**src/rtl/irqc_pkg.sv**
```systemverilog
package irqc_pkg;
  localparam int ADDR_W = 8;
  localparam int IDX_W  = 6;
  localparam int CTX_IW = 5;

  typedef enum logic [1:0] {
    RG_PRIO = 2'd0,
    RG_PEND = 2'd1,
    RG_EN   = 2'd2,
    RG_CTX  = 2'd3
  } irqc_region_e;
endpackage

```
**src/rtl/irqc_gateway.sv**
```systemverilog
module irqc_gateway #(
  parameter bit EDGE = 1'b1
) (
  input  logic clk,
  input  logic rst_n,
  input  logic irq_in,
  input  logic claim,
  input  logic done,
  output logic pending,
  output logic busy
);
  logic prev_q, held_q, req;

  // edge sources request on a rising edge, level sources while high
  generate
    if (EDGE) begin : g_edge
      assign req = irq_in & ~prev_q;
    end else begin : g_level
      assign req = irq_in;
    end
  endgenerate

  always_ff @(posedge clk or negedge rst_n) begin
    if (!rst_n) begin
      prev_q  <= 1'b0;
      pending <= 1'b0;
      busy    <= 1'b0;
      held_q  <= 1'b0;
    end else begin
      prev_q <= irq_in;
      if (claim) begin
        pending <= 1'b0;
        busy    <= 1'b1;
        held_q  <= EDGE & req;
      end else if (done) begin
        busy    <= 1'b0;
        pending <= EDGE & (held_q | req);
        held_q  <= 1'b0;
      end else if (req) begin
        if (busy) held_q <= EDGE;
        else      pending <= 1'b1;
      end
    end
  end
endmodule

```
**src/rtl/irqc_select.sv**
```systemverilog
module irqc_select #(
  parameter int N_SRC  = 15,
  parameter int PRIO_W = 3,
  localparam int ID_W  = $clog2(N_SRC + 1)
) (
  input  logic [N_SRC:0]             pend,
  input  logic [N_SRC:0]             en,
  input  logic [N_SRC:0][PRIO_W-1:0] prio,
  input  logic [PRIO_W-1:0]          thr,
  output logic [ID_W-1:0]            best_id,
  output logic                       any
);
  logic [N_SRC:0] elig;
  logic [PRIO_W-1:0] best_p;

  always_comb begin
    for (int i = 0; i <= N_SRC; i++)
      elig[i] = pend[i] & en[i] & (prio[i] != '0) & (prio[i] >= thr);
  end

  // strict compare while scanning upward keeps the lowest ID on ties
  always_comb begin
    best_id = '0;
    best_p  = '0;
    for (int i = 0; i <= N_SRC; i++) begin
      if (elig[i] && prio[i] > best_p) begin
        best_id = ID_W'(i);
        best_p  = prio[i];
      end
    end
  end

  assign any = |elig;
endmodule

```
**src/rtl/irqc_top.sv**
```systemverilog
module irqc_top
  import irqc_pkg::*;
#(
  parameter int          N_SRC    = 15,
  parameter int          PRIO_W   = 3,
  parameter int          N_THREAD = 2,
  parameter int          N_MODE   = 2,
  parameter int          DATA_W   = 32,
  parameter logic [31:0] SRC_EDGE = 32'h0000_00FE,
  localparam int         N_CTX    = N_THREAD * N_MODE
) (
  input  logic                 clk,
  input  logic                 rst_n,
  input  logic [N_SRC:1]       src_irq,
  input  logic                 req_valid,
  output logic                 req_ready,
  input  logic                 req_write,
  input  logic [ADDR_W-1:0]    req_addr,
  input  logic [DATA_W-1:0]    req_wdata,
  output logic                 rsp_valid,
  input  logic                 rsp_ready,
  output logic [DATA_W-1:0]    rsp_rdata,
  output logic [N_CTX-1:0]     ctx_irq
);
  localparam int ID_W = $clog2(N_SRC + 1);

  logic [N_SRC:0][PRIO_W-1:0] prio_q;
  logic [N_SRC:0]             en_q [N_CTX];
  logic [PRIO_W-1:0]          thr_q [N_CTX];
  logic [N_SRC:0]             pend_vec, busy_vec, claim_vec, done_vec;
  logic [ID_W-1:0]            best_id [N_CTX];
  logic [N_CTX-1:0]           any_w;

  logic                 acc, claim_hit, done_hit, ctx_ok;
  irqc_region_e         region;
  logic [IDX_W-1:0]     idx;
  logic [CTX_IW-1:0]    ctx_idx;
  logic [ID_W-1:0]      sel_id;
  logic [DATA_W-1:0]    rd_d;

  // request / response handshake: one response outstanding
  assign req_ready = ~rsp_valid | rsp_ready;
  assign acc       = req_valid & req_ready;
  assign region    = irqc_region_e'(req_addr[7:6]);
  assign idx       = req_addr[5:0];
  assign ctx_idx   = req_addr[5:1];
  assign ctx_ok    = int'(ctx_idx) < N_CTX;
  assign claim_hit = acc & ~req_write & (region == RG_CTX) & req_addr[0] & ctx_ok;
  assign done_hit  = acc &  req_write & (region == RG_CTX) & req_addr[0] & ctx_ok;

  // gateways, one per source
  assign pend_vec[0]  = 1'b0;
  assign busy_vec[0]  = 1'b0;
  assign claim_vec[0] = 1'b0;
  assign done_vec[0]  = 1'b0;
  generate
    for (genvar i = 1; i <= N_SRC; i++) begin : g_src
      assign claim_vec[i] = claim_hit && (sel_id == ID_W'(i));
      assign done_vec[i]  = done_hit && (req_wdata == DATA_W'(i)) && busy_vec[i];
      irqc_gateway #(.EDGE(SRC_EDGE[i])) u_gw (
        .clk     (clk),
        .rst_n   (rst_n),
        .irq_in  (src_irq[i]),
        .claim   (claim_vec[i]),
        .done    (done_vec[i]),
        .pending (pend_vec[i]),
        .busy    (busy_vec[i])
      );
    end
  endgenerate

  // arbitration, one per context
  generate
    for (genvar c = 0; c < N_CTX; c++) begin : g_ctx
      irqc_select #(.N_SRC(N_SRC), .PRIO_W(PRIO_W)) u_sel (
        .pend    (pend_vec),
        .en      (en_q[c]),
        .prio    (prio_q),
        .thr     (thr_q[c]),
        .best_id (best_id[c]),
        .any     (any_w[c])
      );
    end
  endgenerate

  always_comb begin
    sel_id = '0;
    for (int c = 0; c < N_CTX; c++)
      if (ctx_idx == CTX_IW'(c)) sel_id = best_id[c];
  end

  // read data
  always_comb begin
    rd_d = '0;
    if (!req_write) begin
      case (region)
        RG_PRIO: for (int i = 1; i <= N_SRC; i++)
                   if (idx == IDX_W'(i)) rd_d = DATA_W'(prio_q[i]);
        RG_PEND: if (idx == '0) rd_d = DATA_W'(pend_vec);
        RG_EN:   for (int c = 0; c < N_CTX; c++)
                   if (idx == IDX_W'(c)) rd_d = DATA_W'(en_q[c]);
        RG_CTX:  for (int c = 0; c < N_CTX; c++)
                   if (ctx_idx == CTX_IW'(c))
                     rd_d = req_addr[0] ? DATA_W'(best_id[c]) : DATA_W'(thr_q[c]);
        default: rd_d = '0;
      endcase
    end
  end

  // configuration registers
  always_ff @(posedge clk or negedge rst_n) begin
    if (!rst_n) begin
      prio_q <= '0;
      for (int c = 0; c < N_CTX; c++) begin
        en_q[c]  <= '0;
        thr_q[c] <= '0;
      end
    end else if (acc && req_write) begin
      case (region)
        RG_PRIO: for (int i = 1; i <= N_SRC; i++)
                   if (idx == IDX_W'(i)) prio_q[i] <= req_wdata[PRIO_W-1:0];
        RG_EN:   for (int c = 0; c < N_CTX; c++)
                   if (idx == IDX_W'(c)) en_q[c] <= {req_wdata[N_SRC:1], 1'b0};
        RG_CTX:  for (int c = 0; c < N_CTX; c++)
                   if (ctx_idx == CTX_IW'(c) && !req_addr[0])
                     thr_q[c] <= req_wdata[PRIO_W-1:0];
        default: ;
      endcase
    end
  end

  // response and interrupt lines
  always_ff @(posedge clk or negedge rst_n) begin
    if (!rst_n) begin
      rsp_valid <= 1'b0;
      rsp_rdata <= '0;
      ctx_irq   <= '0;
    end else begin
      ctx_irq <= any_w;
      if (acc) begin
        rsp_valid <= 1'b1;
        rsp_rdata <= rd_d;
      end else if (rsp_ready) begin
        rsp_valid <= 1'b0;
      end
    end
  end

  logic unused_wdata;
  assign unused_wdata = ^{req_wdata, req_wdata[0]};
endmodule

```
**config.mk**
```make
export PLATFORM = sky130hd
export DESIGN_NAME = irqc_top
export DESIGN_NICKNAME = d
export VERILOG_FILES = /design/src/rtl/irqc_pkg.sv /design/src/rtl/irqc_gateway.sv /design/src/rtl/irqc_select.sv /design/src/rtl/irqc_top.sv
export SDC_FILE = /design/constraint.sdc
export NUM_CORES = 1
export LEC_CHECK = 0
export ABC_CLOCK_PERIOD_IN_PS = 26200
export BUFFER_PORTS_ARGS = -buffer_cell sky130_fd_sc_hd__buf_2
export CAP_MARGIN = 15
export CORE_MARGIN = 1.5
export CORE_UTILIZATION = 55
export DETAILED_ROUTE_END_ITERATION = 8
export PLACE_DENSITY = 0.73
export RECOVER_POWER = 50
export SLEW_MARGIN = 20
export SYNTH_ARGS = -nofsm -noshare
export SYNTH_HDL_FRONTEND = slang
export SYNTH_SLANG_ARGS = --single-unit
```
**constraint.sdc**
```tcl
create_clock -name clk -period 26.2 [get_ports clk]
set_input_delay 2.62 -clock clk [delete_from_list [all_inputs] [get_ports clk]]
set_output_delay 2.62 -clock clk [all_outputs]
set_load 0.01 [all_outputs]
```
; After elaboration in Yosys (flattened, before gate mapping)
; Cells that the tools add are included.
[classes]
n_div = 0
n_reduce_logical = 216
muxes = 270
shift = 0
multipliers = 0
n_eq_ne = 66
bitwise_logic = 213
addsub = 0
n_lt_le_gt_ge = 118
[op_table]
columns = op, count
row1 = two-way mux 32 bit, 21
row2 = "== test 32 x 4 -> 1 bit, second input constant", 8
row3 = two-way mux 3 bit, 73
row4 = AND 1 bit, 196
row5 = >= comparator 3 bit, 60
row6 = greater-than comparator 3 bit, 56
row7 = two-way mux 4 bit, 41
row8 = "== test 32 x 3 -> 1 bit, second input constant", 4
row9 = case mux 32 bit (4 select lines), 1
row10 = two-way mux 1 bit, 124
row11 = nonzero test 3 bit, 37
row12 = logical AND 1 bit, 110
row13 = AND reduction 3 bit, 23
row14 = "== test 32 x 2 -> 1 bit, second input constant", 2
row15 = OR reduction 15 bit, 4
row16 = "== test 6 x 4 -> 1 bit, second input constant", 8
row17 = "!= test 3 x 1 -> 1 bit, second input constant", 15
row18 = AND reduction 2 bit, 22
row19 = "== test 32 x 1 -> 1 bit, second input constant", 1
row20 = "== test 4 bit, second input constant", 8
row21 = two-way mux 16 bit, 2
row22 = nonzero test 2 bit, 16
row23 = "== test 6 x 3 -> 1 bit, second input constant", 4
row24 = "== test 4 x 3 -> 1 bit, second input constant", 4
row25 = other kinds (17), 43
[word_totals]
latch_bits = 0
reg_bits = 198
wordCells = 953
inputBits = 60
output_inout_bits = 38
mem_bits_ro = 0
ram_bits = 0
memories = 0

; Longest topological paths before layout
; Gate-level depths: netlist of the first run.
[logic_depth]
word_depth = 55
mapped_depth = 123

; Hierarchy
; Synthesis of the first run repeated with hierarchy kept, for this count alone.
[unflattened]
hier_cells = 2733
area_unflattened_um2 = 22375.2
[by_module_without_submodules]
columns = module, area_each_um2, n_inst, cells_each, seq_area_each_um2
row1 = irqc_top, 7288.2, 1, 675, 3453.3
row2 = irqc_select at g_ctx[1].u_sel ..., 3304.4, 2, 479, 0.0
row3 = irqc_select at g_ctx[0].u_sel, 3354.5, 1, 482, 0.0
row4 = irqc_select at g_ctx[2].u_sel, 3258.1, 1, 464, 0.0
row5 = irqc_gateway at g_src[1].u_gw ..., 176.4, 7, 14, 100.1
row6 = irqc_gateway at g_src[10].u_gw ..., 78.8, 8, 7, 50.0

; Least setup slack after synthesis of the first run
; No wires, ideal clock.
[synth_path]
kind = register to register
startpoint = register thr_q[8] (netlist name)
endpoint = register g_src[3].u_gw.held_q
path_stages_with_launch = 116
t_required_ns = 26.073
arrival_ns = 21.707
setup_slack_ns = 4.366
period_less_slack_ns = 21.834
cell_sequence = dfrtp_1 inv_1 ha_1 a21oi_1 o21ai_0 and3_1 and2_1 ha_1 and3_1 a21oi_1 nand3_4 o21ai_0 inv_1 ha_1 and3_1 and3_1 o21ai_0 nand3_1 [... 80 more ...] mux2_4 ha_1 inv_1 a21o_1 a21oi_1 a311o_1 nand2_1 o21ai_0 ha_1 a21o_1 a21oi_1 a311o_1 nand2_1 a2111oi_4 o211ai_1 or3_4 o211ai_1 nand3_1
[synth_via]
elab_chain_len = 53
elab_cells_between_ends = 97
cone_classes = order compare: 29 / eq/ne: 1 / mux: 33 / bitwise: 15 / reduce/logical: 19
[synth_lines]
columns = element, line
row1 = from (decl), irqc_top.sv:29  ; logic [PRIO_W-1:0] thr_q [N_CTX];
row2 = "from (signal, indexed assignment)", irqc_top.sv:126  ; thr_q[c] <= req_wdata[PRIO_W-1:0];
row3 = >= comparator 3 bit, irqc_select.sv:18  ; elig[i] = pend[i] & en[i] & (prio[i] != '0) & (prio[i] >= thr);
row4 = AND 1 bit, irqc_select.sv:18
row5 = logical AND 1 bit, irqc_select.sv:26  ; if (elig[i] && prio[i] > best_p) begin
row6 = two-way mux 3 bit, irqc_select.sv:26
row7 = greater-than comparator 3 bit, irqc_select.sv:26
row8 = logical AND 1 bit, irqc_select.sv:26
row9 = two-way mux 3 bit, irqc_select.sv:26
row10 = greater-than comparator 3 bit, irqc_select.sv:26
row11 = [... 35 more ...], n/a
row12 = greater-than comparator 3 bit, irqc_select.sv:26
row13 = logical AND 1 bit, irqc_select.sv:26
row14 = two-way mux 4 bit *, irqc_select.sv:26
row15 = two-way mux 4 bit * (3 in series), irqc_top.sv:89  ; if (ctx_idx == CTX_IW'(c)) sel_id = best_id[c];
row16 = == test 4 x 2 -> 1 bit *, irqc_top.sv:58  ; assign claim_vec[i] = claim_hit && (sel_id == ID_W'(i));
row17 = logical AND 1 bit *, irqc_top.sv:58
row18 = nonzero test 3 bit (no line), n/a
row19 = AND reduction 2 bit (no line), n/a
row20 = to (signal assigned), irqc_gateway.sv:34  ; held_q <= EDGE & req;
row21 = to (decl), irqc_gateway.sv:12  ; logic prev_q, held_q, req;
; Every way passes the cells marked *; elsewhere a longest branch is shown, timed or not.
; A chain may end at the register's enable or synchronous reset.

; Worst setup path in the final report of the first run
[layout_path]
startpoint = register thr_q[8] (netlist name)
endpoint = register g_src[2].u_gw.held_q
[layout_via]
elab_chain_len = 53
elab_cells_between_ends = 97
cone_classes = order compare: 29 / eq/ne: 1 / mux: 33 / bitwise: 15 / reduce/logical: 19
[layout_lines]
columns = element, line
row1 = >= comparator 3 bit, irqc_select.sv:18
row2 = AND 1 bit, irqc_select.sv:18
row3 = logical AND 1 bit, irqc_select.sv:26
row4 = two-way mux 3 bit, irqc_select.sv:26
row5 = greater-than comparator 3 bit, irqc_select.sv:26
row6 = logical AND 1 bit, irqc_select.sv:26
row7 = two-way mux 3 bit, irqc_select.sv:26
row8 = greater-than comparator 3 bit, irqc_select.sv:26
row9 = [... 35 more ...], n/a
row10 = greater-than comparator 3 bit, irqc_select.sv:26
row11 = logical AND 1 bit, irqc_select.sv:26
row12 = two-way mux 4 bit *, irqc_select.sv:26
row13 = two-way mux 4 bit * (3 in series), irqc_top.sv:89
row14 = == test 4 x 2 -> 1 bit *, irqc_top.sv:58
row15 = logical AND 1 bit *, irqc_top.sv:58
row16 = nonzero test 3 bit (no line), n/a
row17 = AND reduction 2 bit (no line), n/a
row18 = to (signal assigned), irqc_gateway.sv:34
row19 = to (decl), irqc_gateway.sv:12
; Marks and branches as above.

==> summary.txt, run 1 <==
Clock tree
  • Root Buffer: clkbuf_16
  • Clock latency on the worst-skew pair: 0.46 ns
  • CTS sink cnt: 182
  • CTS H-tree lvls: 4
  • Total CTS buffers: 17
  • Clk buf depth: 2
  • TritonCTS clock tree: built
  • Post-CTS Hold Buffers: 0
  • Reg clk slew, reported paths: 0.08 ns

Detailed routing
  • Total Routed Length: 75300 um
  • Post-route antenna net violation count: 0
  • WL/cell: 25.4 um
  • Detailed Routing Iterations Pass 1: 5
  • Drt initial violations: 2252
  • Via count: 20000
  • Avg Vias per Cell: 6.73
  • DRC: 0

Place
  • Port bufs: 81
  • Post-DP HPWL: 56300 um
  • Gp weighted congestion: 0.977
  • Post-DP Area: 21100 um2
  • Setup WS pre-CTS: 0.962 ns

Timing
  • Fin. max-slew vios: 187
  • Worst setup margin: 1.64 ns
  • F_max: 40.7 MHz
  • Fin Clk Skew: 0.0171 ns
  • Final Hold Viols: 0
  • # setup viols final: 0
  • Final period utilization: 93.8%
  • Tightest Pin Transition: 4.58 ns
  • Slew HR: -205%
  • Minimum clock period: 24.56 ns

Logic synthesis
  • Mean Syn Cell Area: 8.32 um2
  • Top cells by area, synth: dfrtp_1 23%, ha_1 20%, mux2_2 8.9%
  • Most common flop cell mapped by yosys: dfrtp_1
  • Most numerous cell in the Yosys netlist: ha_1
  • Sequential area share after synthesis: 22.6%
  • Synth top cells by count: 315 x ha_1, 284 x nand2_1, 182 x dfrtp_1
  • Cell taking the most area after synthesis: dfrtp_1
  • Synth Cell Area: 20100 um2
  • Cells after Synth: 2421
  • Yosys warnings: 0
  • Synthesized flop and latch total: 182
  • Share of the synthesized area in the top cell type: 22.6%
  • EDFF count, synth: 0
  • Yosys cell types: 99
  • Synth async-reset ratio: 100%

Pwr
  • Max IR drop VDD: 0.0382 mV
  • Leakage power: 10.5 nW
  • PD cells: 34.0 nW/um2

Floorplanning
  • Core area: 35800 um2
  • Die ar.: 37800 um2
  • Ports: 98
  • Die X-Extent: 194 um
  • Initial Utilization: 56.2%
  • Num rows: 69
  • Die Height: 194 um

Critical path
  • WP data required: 26.54 ns
  • CP Capture Type: flop
  • Most common cell on crit path: ha_1
  • CP Launch Type: flop
  • Setup CP Type: flop to flop
  • Worst Path Arrival: 24.90 ns
  • Slowest CP cell: a2111oi_4
  • Critical path's top delay family: compound AO/OA/AOI/OAI gates
  • Max FO, Critical Path: 16
  • Critical Path Max Stage Delay: 0.49 ns
  • CP bufs+invs: 13

Global routing
  • Vias in the first global route: 19200
  • Gr usage total: 39.5%
  • First-pass GRT wire length: 114000 um
  • Grt ovf: 0
  • Largest net degree at the start of global routing: 77
  • Initial antenna violation count: 1

Finish
  • Fraction of layout cells with a size suffix above 1: 13.8%
  • NumNets Final: 2865
  • Fillers: 3146
  • Post-Layout Inst Area: 21700 um2
  • Area delta synth->final: 7.75%

Job
  • MaxCap Viol Count: 3

Run status
  • Failing checks: max-capacitance violations, max-slew violations
  • Status: finished with violations

Hold path
  • Class of the worst hold path: flop to flop
stage by stage:
step	total power (W)	hold WS [ns]	std cells	util (%)	TNS, ns
3_5_place_dp	0.000455	0.469	2929	58.8	0
6_report	0.000738	0.489	2965	60.5	0
5_1_grt	0.000762	0.514	2964	60.5	-0.170
3_3_place_gp	0.000449	0.463	2929	58.8	0
4_1_cts	0.000731	0.489	2961	60.5	0
2_1_floorplan	0.000400	0.450	2436	-	0
layout make-up:
class	count	area (um2)	share of cell area [%]
multi-input combinational	2025	14800	68.0
sequential	182	4550	21.0
timing repair buffer	116	626	2.88
tap	461	577	2.66
inverter	148	556	2.56
clock buffer	17	425	1.96
clock inverter	15	194	0.894
antenna	1	2.50	0.0115
flip-flops by register name, summed over array words and instances (netlist names):
| register | flops |
|---|---|
| g_src.u_gw.prev_q | 7 |
| rsp_valid | 1 |
| rsp_rdata | 16 |
| thr_q | 12 |
| ctx_irq | 4 |
| g_src.u_gw.pending | 15 |
| g_src.u_gw.busy | 15 |
| prio_q | 45 |
| en_q | 60 |
| g_src.u_gw.held_q | 7 |
power by group:
part           switching, W  internal (W)
clock network      0.000142      0.000139
registers         0.0000117      0.000287
logic             0.0000989     0.0000587
total              0.000253      0.000485
worst reg2reg max path, delay by kind of cell, from the launching register on:
kind	cells	cell delay (ns)
buffers and inverters	13	1.26
DFF	1	0.39
AOI/OAI and AO/OA	41	8.41
and+or+nand+nor	39	7.21
adders and majority gates	16	4.44
muxes	8	2.80
final timing paths:
| check | slack (ns) | cells past startpoint | from | endpoint |
|---|---|---|---|---|
| max | 1.64 | 117 | thr_q[8]$_DFFE_PN0P_ | g_src[2].u_gw.held_q$_DFFE_PN0P_ |
| min | 0.49 | 2 | rsp_rdata[9]$_DFFE_PN0P_ | rsp_rdata[9]$_DFFE_PN0P_ |
| min in group asynchronous | 3.80 | 1 | rst_n | rsp_rdata[10]$_DFFE_PN0P_ |
| max reg2reg | 1.64 | 117 | thr_q[8]$_DFFE_PN0P_ | g_src[2].u_gw.held_q$_DFFE_PN0P_ |
| max in group asynchronous | 15.57 | 3 | rst_n | prio_q[8]$_DFFE_PN0P_ |
| min reg2reg | 0.49 | 2 | rsp_rdata[9]$_DFFE_PN0P_ | rsp_rdata[9]$_DFFE_PN0P_ |
metal layers:
metal | share of wire, % | track usage, % | up-vias
li1 | - | - | 9019
met1 | 41 | 52.6 | 9452
met2 | 42 | 59.3 | 1202
met3 | 11 | 8.78 | 292
met4 | 6.4 | 22.1 | 0
met5 | 0 | 0 | -
kinds of logic after synthesis:
logic type | Yosys count | share of synthesized area (%)
AND/OR/NAND/NOR | 821 | 19.5
AO/OA/AOI/OAI | 656 | 21.7
adder cells (fa/ha/maj) | 324 | 20.0
buffers and inverters | 229 | 4.59
multiplexers | 203 | 11.4
flip-flops | 182 | 22.6
XOR/XNOR | 5 | 0.218
other | 1 | 0.0186
timing repair:
action	in CTS	in global routing
buffers inserted	0	3
endpoints found under the setup margin	0	40
resized for setup	0	11
cell usage in the layout (no fill, tap or decap), types with 14 or more instances in the layout:
cell	synthesis	final
nor2_1	176	175
clkbuf_16	0	17
nand2b_1	69	69
nor2b_1	36	36
dfrtp_1	182	182
o211ai_1	37	37
a21oi_1	174	173
and2_1	14	14
a211oi_1	14	14
mux2_2	159	159
ha_1	315	315
nand4_1	17	17
o21a_1	16	16
a31oi_1	39	39
mux2i_1	32	32
o21ai_0	129	127
nand3_1	66	66
buf_2	1	56
nor4_1	22	22
o221ai_1	18	18
inv_1	148	148
conb_1	1	16
buf_4	17	32
and3_1	27	27
nor3_1	51	50
a21o_1	81	81
clkbuf_1	60	28
nand2_1	284	284
o31a_1	19	19
o31ai_1	14	14
or2_2	14	14
Note: power is estimated with default switching activity, not from simulation.
==> run 2: changes to the inputs <==
- ABC_CLOCK_PERIOD_IN_PS: 26200 -> 31100
- clock period: 26.2 -> 31.1 ns (I/O delays scaled with it)
==> summary.txt, run 2 (synthesis results as in run 1) <==
Clock tree
  • Post-CTS Hold Buffers: 0 (unchanged)
  • Post-CTS resize count: 0 (unchanged)
  • Reg clk slew, reported paths: 0.08 ns (about the same)
  • Total CTS buffers: 17 (unchanged)
  • Clock latency on the worst-skew pair: 0.46 ns (about the same)
  • TritonCTS clock tree: built
  • Setup bufs post-CTS: 0 (unchanged)
  • Clk buf depth: 2 (unchanged)
  • CTS H-tree lvls: 4 (unchanged)
  • Root Buffer: clkbuf_16
  • CTS sink cnt: 182 (unchanged)

Finish
  • Reg area: 4550 um2 (unchanged)
  • Fraction of layout cells with a size suffix above 1: 13.6% (-0.25 points)
  • Area delta synth->final: 7.32%
  • Largest regs: en_q (60), prio_q (45), rsp_rdata (16)
  • Largest register FFs: 60 (unchanged)
  • Commonest non-fill, non-tap cells in the layout: 315 x ha_1, 284 x nand2_1, 182 x dfrtp_1
  • Post-route core utilization: 60.3% (-0.24 points)
  • NumNets Final: 2860 (-0.17%)
  • Top reg by flops: en_q
  • Commonest non-fill, non-tap cell in the layout: ha_1
  • Fillers: 3186 (+1.3%)
  • Multi-input gate area: 14700 um2 (-0.19%)

Detailed routing
  • Via count: 19900 (-0.11%)
  • Detailed Routing Iterations Pass 1: 6 (+1)
  • WL/cell: 25.0 um (-1.6%)
  • Drt initial violations: 2112 (-6.2%)
  • Avg Vias per Cell: 6.74 (about the same)
  • Post-route antenna net violation count: 0 (unchanged)
  • DRC: 0 (unchanged)
  • Total Routed Length: 74000 um (-1.7%)

Floorplanning
  • Die Height: 194 um (unchanged)
  • Die X-Extent: 194 um (unchanged)
  • Die ar.: 37800 um2 (unchanged)
  • Core area: 35800 um2 (unchanged)
  • Ports: 98 (unchanged)
  • Num rows: 69 (unchanged)
  • Initial Utilization: 56.2% (unchanged)

Timing
  • Fin Clk Skew: 0.0176 ns (+0.000461 ns)
  • RSZ-0062 raised after global routing: no
  • Tightest Pin Transition: 6.21 ns (+1.63 ns)
  • F_max: 39.3 MHz (-3.5%)
  • # setup viols final: 0 (unchanged)
  • Fin. max-slew vios: 185 (-1.1%)
  • Final Hold Viols: 0 (unchanged)
  • Sum Neg Setup Slack: 0 ns (unchanged)
  • Minimum clock period: 25.44 ns (+0.879 ns)
  • Worst Hold Slack: 0.495 ns (+0.00544 ns)
  • Slew HR: -314% (-110 points)
  • Worst setup margin: 5.66 ns (+4.02 ns)
  • Final period utilization: 81.8% (-12 points)

Pwr
  • Max IR drop VDD: 0.0430 mV (+13%)
  • PnR Total Power: 0.000604 W (-18%)
  • Leakage power: 10.5 nW (-0.38%)
  • PD cells: 28.0 nW/um2 (-18%)

Run status
  • Status: finished with violations
  • Failing checks: max-capacitance violations, max-slew violations

Critical path
  • Max FO, Critical Path: 16 (unchanged)
  • Critical Path Max Stage Delay: 0.67 ns (+0.18 ns)
  • WP data required: 31.43 ns (+4.89 ns)
  • Slowest CP cell: o211ai_1
  • Setup CP Type: flop to flop
  • CP Capture Type: flop
  • FF-to-FF setup slack: 5.66 ns (+4.02 ns)
  • Worst Path Arrival: 25.77 ns (+0.87 ns)
  • Most common cell on crit path: ha_1
  • CP Launch Type: flop

Global routing
  • Gr usage total: 39.2% (-0.34 points)
  • Initial antenna violation count: 2 (+1)
  • Largest net degree at the start of global routing: 107 (+39%)
  • Grt ovf: 0 (unchanged)
  • First-pass GRT wire length: 113000 um (-1.1%)
  • Vias in the first global route: 19300 (+0.67%)

Place
  • Gp weighted congestion: 0.991 (+1.4%)
  • Post-DP HPWL: 55700 um (-0.97%)
  • Setup WS pre-CTS: 6.26 ns (+5.30 ns)
  • Port bufs: 81 (unchanged)

Hold path
  • Class of the worst hold path: flop to flop

Job
  • MaxCap Viol Count: 2 (-1)
==> run 2: worst max-delay path, delay by kind of cell (launching register included) <==
family | cells | cell delay [ns]
flip-flops | 1 | 0.38
AND/OR/NAND/NOR | 39 | 6.99
buffers and inverters | 10 | 0.92
multiplexers | 8 | 2.79
adder cells (fa/ha/maj) | 16 | 4.49
AO/OA/AOI/OAI | 40 | 9.66
==> run 2: layout make-up <==
type / count / share of cell area (%)
antenna: 1 / 0.0116
clock buffer: 18 / 1.99
clock inverter: 14 / 0.730
inverter: 148 / 2.57
multi-input combinational: 2025 / 68.2
sequential: 182 / 21.1
tap: 461 / 2.67
timing repair buffer: 111 / 2.77
==> run 2: final timing paths <==
| kind | start | endpoint | cells after the start |
|---|---|---|---|
| hold / removal | thr_q[8]$_DFFE_PN0P_ | thr_q[8]$_DFFE_PN0P_ | 2 |
| hold reg to reg | thr_q[8]$_DFFE_PN0P_ | thr_q[8]$_DFFE_PN0P_ | 2 |
| max in group asynchronous | rst_n | prio_q[8]$_DFFE_PN0P_ | 2 |
| setup / recovery | thr_q[8]$_DFFE_PN0P_ | g_src[7].u_gw.held_q$_DFFE_PN0P_ | 113 |
| min in group asynchronous | rst_n | rsp_rdata[13]$_DFFE_PN0P_ | 1 |
| setup reg to reg | thr_q[8]$_DFFE_PN0P_ | g_src[7].u_gw.held_q$_DFFE_PN0P_ | 113 |
==> run 2: through the flow <==
stage | instance area, um2 | instances
floorplan | 20200 | 2436
detailed placement | 21100 | 2927
global placement | 21100 | 2927
CTS | 21600 | 2959
finish | 21600 | 2960
global route | 21600 | 2959
==> run 2: report_power, final <==
group | total, W | switching [W] | internal [W]
registers | 0.000252 | 0.00000985 | 0.000242
clock network | 0.000223 | 0.000115 | 0.000108
logic | 0.000129 | 0.0000804 | 0.0000490
total | 0.000604 | 0.000206 | 0.000398
==> run 2: layer usage <==
layer,track usage [%],up-vias,share of wire (%)
li1,-,9021,-
met1,50.0,9473,40
met2,60.3,1156,43
met3,9.47,292,11
met4,22.9,2,6.6
met5,0,-,0.020
